<file path="src/rtl/uart_os_rx_pkg.sv">
package uart_os_rx_pkg;

   typedef enum logic [2:0] {
      PH_IDLE,
      PH_START,
      PH_DATA,
      PH_PAR,
      PH_STOP
   } phase_e;

   typedef struct packed {
      logic os8;
      logic par_en;
      logic par_odd;
      logic two_stop;
   } cfg_t;

   // bit 3 overrun, bit 2 break, bit 1 parity, bit 0 framing
   typedef struct packed {
      logic ovr;
      logic brk;
      logic perr;
      logic ferr;
   } stat_t;

   localparam int STAT_W = 4;

endpackage

</file>
<file path="src/rtl/uart_os_rx_sync.sv">
module uart_os_rx_sync #(
   parameter int STAGES = 2
) (
   input  logic clk,
   input  logic rst_n,
   input  logic din,
   output logic dout,
   output logic dout_q
);
   logic [STAGES-1:0] sh;

   always_ff @(posedge clk or negedge rst_n) begin
      if (!rst_n) begin
         sh     <= '1;
         dout_q <= 1'b1;
      end else begin
         sh     <= {sh[STAGES-2:0], din};
         dout_q <= sh[STAGES-1];
      end
   end

   assign dout = sh[STAGES-1];
endmodule

</file>
<file path="src/rtl/uart_os_rx_fifo.sv">
module uart_os_rx_fifo #(
   parameter int W     = 12,
   parameter int DEPTH = 4
) (
   input  logic         clk,
   input  logic         rst_n,
   input  logic         wr,
   input  logic [W-1:0] wdata,
   input  logic         rd_en,
   output logic [W-1:0] rdata,
   output logic         empty,
   output logic         full
);
   localparam int AW = $clog2(DEPTH);

   logic [W-1:0] mem [DEPTH];
   logic [AW:0]  wp, rp;
   logic         do_rd;

   assign empty = (wp == rp);
   assign full  = (wp[AW] != rp[AW]) && (wp[AW-1:0] == rp[AW-1:0]);
   assign do_rd = rd_en && !empty;
   assign rdata = mem[rp[AW-1:0]];

   always_ff @(posedge clk) begin
      if (wr) mem[wp[AW-1:0]] <= wdata;
   end

   always_ff @(posedge clk or negedge rst_n) begin
      if (!rst_n) begin
         wp <= '0;
         rp <= '0;
      end else begin
         if (wr)    wp <= wp + 1'b1;
         if (do_rd) rp <= rp + 1'b1;
      end
   end
endmodule

</file>
<file path="src/rtl/uart_os_rx_fsm.sv">
module uart_os_rx_fsm
   import uart_os_rx_pkg::*;
#(
   parameter int DATA_W   = 8,
   parameter bit MAJORITY = 1'b1
) (
   input  logic              clk,
   input  logic              rst_n,
   input  logic              os_tick,
   input  logic              rx_s,
   input  logic              rx_q,
   input  cfg_t              cfg_in,
   output logic              busy,
   output logic              in_start,
   output logic              wr_req,
   output logic [DATA_W-1:0] wr_data,
   output stat_t             wr_stat
);
   localparam int BIT_W = $clog2(DATA_W);

   phase_e            ph;
   cfg_t              cfg;
   logic [3:0]        cnt;
   logic [3:0]        last, mid;
   logic [BIT_W-1:0]  bidx;
   logic [DATA_W-1:0] shr;
   logic [2:0]        votes;
   logic              pbit, ferr, any1, stop2;
   logic              fall, bit_end, bit_val;
   logic              ferr_n, any1_n, perr_n, brk_n;

   assign fall     = rx_q && !rx_s;
   assign last     = cfg.os8 ? 4'd7 : 4'd15;
   assign mid      = cfg.os8 ? 4'd4 : 4'd8;
   assign bit_end  = (cnt == last);
   assign busy     = (ph != PH_IDLE);
   assign in_start = (ph == PH_START);

   generate
      if (MAJORITY) begin : g_vote3
         assign bit_val = (votes[0] & votes[1]) | (votes[0] & votes[2]) |
                          (votes[1] & votes[2]);
      end else begin : g_vote1
         assign bit_val = votes[1];
      end
   endgenerate

   assign ferr_n = ferr | ~rx_s;
   assign any1_n = any1 | rx_s;
   assign perr_n = cfg.par_en && ((^shr ^ pbit) != cfg.par_odd);
   assign brk_n  = (shr == '0) && (!cfg.par_en || !pbit) && !any1_n;

   always_ff @(posedge clk or negedge rst_n) begin
      if (!rst_n) begin
         ph      <= PH_IDLE;
         cfg     <= '0;
         cnt     <= '0;
         bidx    <= '0;
         shr     <= '0;
         votes   <= '0;
         pbit    <= 1'b0;
         ferr    <= 1'b0;
         any1    <= 1'b0;
         stop2   <= 1'b0;
         wr_req  <= 1'b0;
         wr_data <= '0;
         wr_stat <= '0;
      end else begin
         wr_req <= 1'b0;
         case (ph)
            PH_IDLE: begin
               if (fall) begin
                  ph  <= PH_START;
                  cnt <= '0;
                  cfg <= cfg_in;
               end
            end
            PH_START: begin
               if (os_tick) begin
                  if (rx_s) begin
                     ph <= PH_IDLE;
                  end else if (bit_end) begin
                     ph   <= PH_DATA;
                     cnt  <= '0;
                     bidx <= '0;
                  end else begin
                     cnt <= cnt + 4'd1;
                  end
               end
            end
            PH_DATA, PH_PAR: begin
               if (os_tick) begin
                  if (cnt == mid - 4'd1) votes[0] <= rx_s;
                  if (cnt == mid)        votes[1] <= rx_s;
                  if (cnt == mid + 4'd1) votes[2] <= rx_s;
                  if (bit_end) begin
                     cnt <= '0;
                     if (ph == PH_PAR) begin
                        pbit  <= bit_val;
                        ph    <= PH_STOP;
                     end else begin
                        shr <= {bit_val, shr[DATA_W-1:1]};
                        if (bidx == BIT_W'(DATA_W - 1)) begin
                           ph    <= cfg.par_en ? PH_PAR : PH_STOP;
                           ferr  <= 1'b0;
                           any1  <= 1'b0;
                           stop2 <= 1'b0;
                        end else begin
                           bidx <= bidx + 1'b1;
                        end
                     end
                  end else begin
                     cnt <= cnt + 4'd1;
                  end
               end
            end
            PH_STOP: begin
               if (os_tick) begin
                  ferr <= ferr_n;
                  any1 <= any1_n;
                  if (bit_end) begin
                     cnt <= '0;
                     if (cfg.two_stop && !stop2) begin
                        stop2 <= 1'b1;
                     end else begin
                        ph           <= PH_IDLE;
                        wr_req       <= 1'b1;
                        wr_data      <= shr;
                        wr_stat.ovr  <= 1'b0;
                        wr_stat.brk  <= brk_n;
                        wr_stat.perr <= perr_n;
                        wr_stat.ferr <= ferr_n;
                     end
                  end else begin
                     cnt <= cnt + 4'd1;
                  end
               end
            end
            default: ph <= PH_IDLE;
         endcase
      end
   end
endmodule

</file>
<file path="src/rtl/uart_os_rx.sv">
module uart_os_rx
   import uart_os_rx_pkg::*;
#(
   parameter int DATA_W      = 8,
   parameter int DEPTH       = 4,
   parameter int SYNC_STAGES = 2,
   parameter bit MAJORITY    = 1'b1
) (
   input  logic              clk,
   input  logic              rst_n,
   input  logic              os_tick,
   input  logic              os8_sel,
   input  logic              par_en,
   input  logic              par_odd,
   input  logic              two_stop,
   input  logic              rxd,
   input  logic              rd_en,
   output logic [DATA_W-1:0] rd_data,
   output logic [3:0]        rd_stat,
   output logic              empty,
   output logic              full,
   output logic              busy
);
   localparam int ENTRY_W = DATA_W + STAT_W;

   initial begin
      assert (DEPTH >= 2 && (DEPTH & (DEPTH - 1)) == 0)
         else $error("DEPTH must be a power of two of at least 2");
      assert (SYNC_STAGES >= 2)
         else $error("SYNC_STAGES must be at least 2");
      assert (DATA_W >= 5 && DATA_W <= 9)
         else $error("DATA_W must lie in 5..9");
   end

   logic              rx_s, rx_q;
   logic              in_start;
   logic              wr_req, wr_ok;
   logic              ovr_pend;
   logic [DATA_W-1:0] wr_data;
   stat_t             wr_stat, entry_stat;
   cfg_t              cfg_in;
   logic [ENTRY_W-1:0] fifo_out;

   assign cfg_in.os8      = os8_sel;
   assign cfg_in.par_en   = par_en;
   assign cfg_in.par_odd  = par_odd;
   assign cfg_in.two_stop = two_stop;

   uart_os_rx_sync #(.STAGES(SYNC_STAGES)) u_sync (
      .clk    (clk),
      .rst_n  (rst_n),
      .din    (rxd),
      .dout   (rx_s),
      .dout_q (rx_q)
   );

   uart_os_rx_fsm #(.DATA_W(DATA_W), .MAJORITY(MAJORITY)) u_fsm (
      .clk      (clk),
      .rst_n    (rst_n),
      .os_tick  (os_tick),
      .rx_s     (rx_s),
      .rx_q     (rx_q),
      .cfg_in   (cfg_in),
      .busy     (busy),
      .in_start (in_start),
      .wr_req   (wr_req),
      .wr_data  (wr_data),
      .wr_stat  (wr_stat)
   );

   assign wr_ok = wr_req && !full;

   always_comb begin
      entry_stat     = wr_stat;
      entry_stat.ovr = ovr_pend;
   end

   always_ff @(posedge clk or negedge rst_n) begin
      if (!rst_n)      ovr_pend <= 1'b0;
      else if (wr_req) ovr_pend <= full;
   end

   uart_os_rx_fifo #(.W(ENTRY_W), .DEPTH(DEPTH)) u_fifo (
      .clk   (clk),
      .rst_n (rst_n),
      .wr    (wr_ok),
      .wdata ({entry_stat, wr_data}),
      .rd_en (rd_en),
      .rdata (fifo_out),
      .empty (empty),
      .full  (full)
   );

   assign rd_data = fifo_out[DATA_W-1:0];
   assign rd_stat = fifo_out[ENTRY_W-1:DATA_W];
endmodule

</file>
<file path="config.mk">
export PLATFORM = sky130hd
export DESIGN_NAME = uart_os_rx
export DESIGN_NICKNAME = d
export VERILOG_FILES = /design/src/rtl/uart_os_rx_pkg.sv /design/src/rtl/uart_os_rx_sync.sv /design/src/rtl/uart_os_rx_fifo.sv /design/src/rtl/uart_os_rx_fsm.sv /design/src/rtl/uart_os_rx.sv
export SDC_FILE = /design/constraint.sdc
export NUM_CORES = 1
export LEC_CHECK = 0
export ABC_AREA = 1
export ABC_CLOCK_PERIOD_IN_PS = 2500
export BUFFER_PORTS_ARGS = -buffer_cell sky130_fd_sc_hd__buf_2
export CAP_MARGIN = 25
export CORE_MARGIN = 2
export CORE_UTILIZATION = 40
export DETAILED_ROUTE_END_ITERATION = 8
export GPL_TIMING_DRIVEN = 0
export PLACE_DENSITY = 0.61
export SLEW_MARGIN = 20
export SYNTH_ARGS = -nofsm -noshare
export SYNTH_HDL_FRONTEND = slang
export SYNTH_HIERARCHICAL = 1
export SYNTH_SLANG_ARGS = --single-unit
export TNS_END_PERCENT = 20
</file>
<file path="constraint.sdc">
create_clock -name clk -period 2.5 [get_ports clk]
set_input_delay 0.5 -clock clk [delete_from_list [all_inputs] [get_ports clk]]
set_output_delay 0.5 -clock clk [all_outputs]
set_load 0.01 [all_outputs]
</file>
Word-level counts from Yosys, hierarchy flattened:

Memories as Yosys holds them, arrays and structs flattened.
Index checks and enable logic that the tools add are counted.

* input bits: 9
* latch bits: 0
* RAM bits: 48
* memories kept: 1
* register bits: 51
* output and inout bits: 15
* bits in read-only memories: 0

* reduce and logical (&&, ||, !) cells: 37
* eq/ne operators: 29
* multiply operators: 0
* muxes and demuxes: 47
* bitwise operators: 11
* div/mod/pow operators: 0
* add/sub/neg operators: 6
* shift operators: 0
* $lt $le $gt $ge: 0

Memories
* u_fifo.mem: depth 4, bits a word 12, rd ports 1, clocked after Yosys merged registers in 0, wr ports 1, line uart_os_rx_fifo.sv:16 `logic [W-1:0] mem [DEPTH];`

Operators by type and width (number)
* 2-to-1 mux 3 bit: 19
* 2-to-1 mux 4 bit: 7
* equality test 4 bit: 4
* AND reduction 8 bit: 2
* 2-to-1 mux 1 bit: 15
* inequality test 2 x 1 -> 1 bit (second input constant): 7
* inequality test 2 bit (second input constant): 7
* case mux 3 bit (4 select lines): 1
* case mux 4 bit (3 select lines): 1
* AND reduction 4 bit: 3
* adder 3 x 1 -> 3 bit (second input constant): 3
* AND reduction 3 bit: 3
* AND reduction 9 bit: 1
* adder 4 x 1 -> 4 bit (second input constant): 2
* logical AND 1 bit: 8
* zero test 8 bit: 1
* parity 8 bit: 1
* zero test 1 bit: 7
* equality test 3 x 2 -> 1 bit (second input constant): 2
* equality test 3 bit (second input constant): 2
* inequality test 3 x 1 -> 1 bit (second input constant): 2
* case mux 1 bit (2 select lines): 3
* case mux 3 bit (2 select lines): 1
* AND reduction 6 bit: 1
* other kinds (17): 27

Longest topological paths before layout:

* word-level depth: 6
* gate-level depth with buffers: 12
* gate-level depth less buffers: 12

Hierarchy:

The synthesis kept the hierarchy.

Modules (own cells, without submodules)
* uart_os_rx_fsm: cells each 284, area each 2279.7 sq um, instances 1
* uart_os_rx_fifo: cells each 167, area each 2174.6 sq um, instances 1
* uart_os_rx_sync: cells each 3, area each 78.8 sq um, instances 1
* uart_os_rx: cells each 6, area each 43.8 sq um, instances 1

Worst setup path before layout:

Ideal clock, no wire load.

* path type: flip-flop to flip-flop
* start point: register u_fifo.rp[0]
* end point: memory u_fifo.mem[3][0], enable pin
* arrival: 1.463 ns
* cell stages (with the launch flop): 9
* path slack: 0.693 ns
* cell sequence: dfrtp_1 > buf_6 > xnor2_2 > nand2_1 > nor2_1 > nor2_1 > clkbuf_1 > nand2_1 > inv_1

* word-level cells in the longest chain between the ends: 6

Ends and longest elaborated chain
* from (decl): line uart_os_rx_fifo.sv:17 `logic [AW:0] wp, rp;`
* from (signal assigned): line uart_os_rx_fifo.sv:35 `if (do_rd) rp <= rp + 1'b1;`
* equality test 2 bit: line uart_os_rx_fifo.sv:21 `assign full = (wp[AW] != rp[AW]) && (wp[AW-1:0] == rp[AW-1:0]);`
* logical AND 1 bit: line uart_os_rx_fifo.sv:21
* named net full: line uart_os_rx.sv:21 `output logic full,`
* zero test 1 bit: line uart_os_rx.sv:71 `assign wr_ok = wr_req && !full;`
* logical AND 1 bit: line uart_os_rx.sv:71
* named net wr_ok: line uart_os_rx.sv:37 `logic wr_req, wr_ok;`
* 2-to-1 mux 1 bit: line uart_os_rx_fifo.sv:26 `if (wr) mem[wp[AW-1:0]] <= wdata;`
* 2-to-1 mux 1 bit (not written as such): line uart_os_rx_fifo.sv:26
* to (decl): line uart_os_rx_fifo.sv:16

The timed path passes the listed nets, and every way through them passes these cells.

Worst setup path in the final report:

* start point: register u_fifo.rp[1]
* end point: memory u_fifo.mem[3][1], enable pin

* word-level cells in the longest chain between the ends: 6

Ends and longest elaborated chain (line)
* equality test 2 bit: uart_os_rx_fifo.sv:21
* logical AND 1 bit: uart_os_rx_fifo.sv:21
* zero test 1 bit: uart_os_rx.sv:71
* logical AND 1 bit: uart_os_rx.sv:71
* named net wr_ok: uart_os_rx.sv:37
* 2-to-1 mux 1 bit: uart_os_rx_fifo.sv:26
* 2-to-1 mux 1 bit (not written as such): uart_os_rx_fifo.sv:26

The timed path passes the listed nets, and every way through them passes these cells.

==> metrics <==
Tmin final=2200 ps; Leak=2.32 nW; syn avg cell area=9.97 um2; Crit path required time=2470 ps; peak supply drop=0.000519 V; DIE AREA=12,300 um2; area grow syn2layout=13.1%; crit end category=flip-flop; DR WL/cell=13.8 um; first-pass GRT wire length=15,200 um; core area=11,300 um2; Core Util, Final=45.8%; Clock Latency Late Sink=340 ps; largest net degree at the start of global routing=52; Nets=515; Setup-failing EPs final=0; Pre-Repair DR Iteration Count=6; Bufs on Longest Clock Path=2; Starting Density=40.5%; Tcrit/Tclk final=87.9%; Total Routed Length=8830 um; fmax=0.455 GHz; Port Buffer Count=23; total track usage=15.3%; FF+latch area=2720 um2; DR vias=3,178; GRT overflow=0; area of the multi-input gates=1590 um2; Num CTS Buffers=9; antenna violations before repair=0; Clock Skew=7.39 ps; layout cell share with drive strength beyond 1=17.3%; maxcap violations=0; Row Count=39; Die Ht=111 um; cell area power density=960 nW/um2; status=complete, no violations; Mapped Area=4570 um2; post-DP HPWL=6190 um; ANT nets after route=0; Worst Path Arrival=2170 ps; Slew headroom=56.8%; Via density=4.97; Die Width=111 um; Clock Pin Slew Worst Setup and Hold Paths=80 ps; io pins=24; max-slew violations=0; post-synthesis cell count=458; Hold Path Class=input port to asynchronous set/reset pin; post-CTS setup buffers=0; Yosys warnings=6; worst-margin pin slew=648 ps; setup TNS=0 ps; Synth Net Count=481; drt initial violations=170; vias in the first global route=3,178; Crit Path Max Fanout=12; CTS H-tree lvls=3; DRC viols=0; FILL cells=1,063; CTS tree=yes; critical path type=flip-flop to flip-flop; Worst setup SP type=flip-flop; root buf cell=clkbuf_16; Sink Count=99; n_diodes=0; Final Wtd Congestion=0.825; RSZ-0062 raised after global routing=no; Hold Vio Cnt, Final=0
-- per-layer routing --
| metal | wire length [um] | global-route usage [%] |
|---|---|---|
| met5 | 0 | 0 |
| met4 | 175 | 6.08 |
| met3 | 232 | 2.24 |
| met2 | 4320 | 25.4 |
| met1 | 4100 | 20.4 |
-- cell usage in the layout (no fill, tap or decap), types with 4 or more instances in the layout --
| cell type | instances |
|---|---|
| nand2_1 | 109 |
| dfrtp_1 | 48 |
| edfxtp_1 | 48 |
| nor2_1 | 44 |
| inv_1 | 39 |
| o21ai_0 | 33 |
| buf_2 | 27 |
| nand3_1 | 24 |
| ha_1 | 14 |
| o22ai_1 | 12 |
| o21ai_1 | 11 |
| clkbuf_16 | 9 |
| o21ai_2 | 8 |
| nand4_1 | 7 |
| a21oi_1 | 7 |
| nand2_2 | 6 |
| inv_2 | 5 |
| xor2_1 | 5 |
| buf_4 | 4 |
-- report_power, final --
part	total [mW]	internal, mW	switching [mW]
Combinational	1.64	0.566	1.07
Clock	1.38	0.717	0.659
Sequential	1.94	1.82	0.120
-- sequential cells by signal (all words and copies together), names as in the netlist, 4 cells and up --
name and cells:
u_fsm/shr 8, u_fsm/cnt 4, u_fsm/cfg 4, u_fifo/mem 48, u_fsm/wr_data 8
-- timing repair --
| action | CTS | global route |
|---|---|---|
| endpoints found under the setup margin | 0 | 1 |
| hold buffers | 0 | 0 |
| hold endpoints to repair | 0 | 0 |
| resized for setup | 0 | 2 |
-- layout make-up --
class / count / share of cell area (%)
sequential: 99 / 52.7
multi-input combinational: 301 / 30.7
clock buffer: 9 / 4.36
tap: 143 / 3.46
inverter: 45 / 3.27
timing repair buffer: 23 / 2.28
buffer: 13 / 1.74
clock inverter: 7 / 1.48
-- worst max-delay path, stage by stage (launching register included) --
cell	delay, ps
dfrtp_1	480
inv_1	120
nand2_1	70
nand2_1	70
nand2_1	70
nor2_1	60
nor2_1	100
clkbuf_1	250
nand2_1	130
inv_1	460
-- worst paths after layout --
| check | startpoint | end | slack (ps) | cells after the start |
|---|---|---|---|---|
| worst max-delay path | u_fifo/rp[1]$_DFFE_PN0P_ | u_fifo/mem[3][1]$_DFFE_PP_ | 300 | 9 |
| worst max register to register | u_fifo/rp[1]$_DFFE_PN0P_ | u_fifo/mem[3][1]$_DFFE_PP_ | 300 | 9 |
| worst min register to register | u_sync/sh[0]$_DFF_PN1_ | u_sync/sh[1]$_DFF_PN1_ | 360 | 0 |
| worst min-delay path | rst_n | u_fsm/ph[2]$_DFFE_PN0P_ | 180 | 1 |
| max in group asynchronous | rst_n | u_fsm/votes[0]$_DFFE_PN0P_ | 1870 | 1 |
| min in group clk | rxd | u_sync/sh[0]$_DFF_PN1_ | 260 | 1 |
-- through the flow --
step	cells	power, mW	setup WS, ps	instance area, um2	hold slack [ps]
after CTS	640	5.02	171	5160	210
after global routing	640	5.29	57.4	5160	250
final	640	4.96	301	5160	176
after detailed placement	624	3.62	310	4860	347
after floorplan	458	3.12	693	4570	204
after global placement	624	3.58	353	4860	349
No activity file was read; power rests on OpenSTA's default activity.
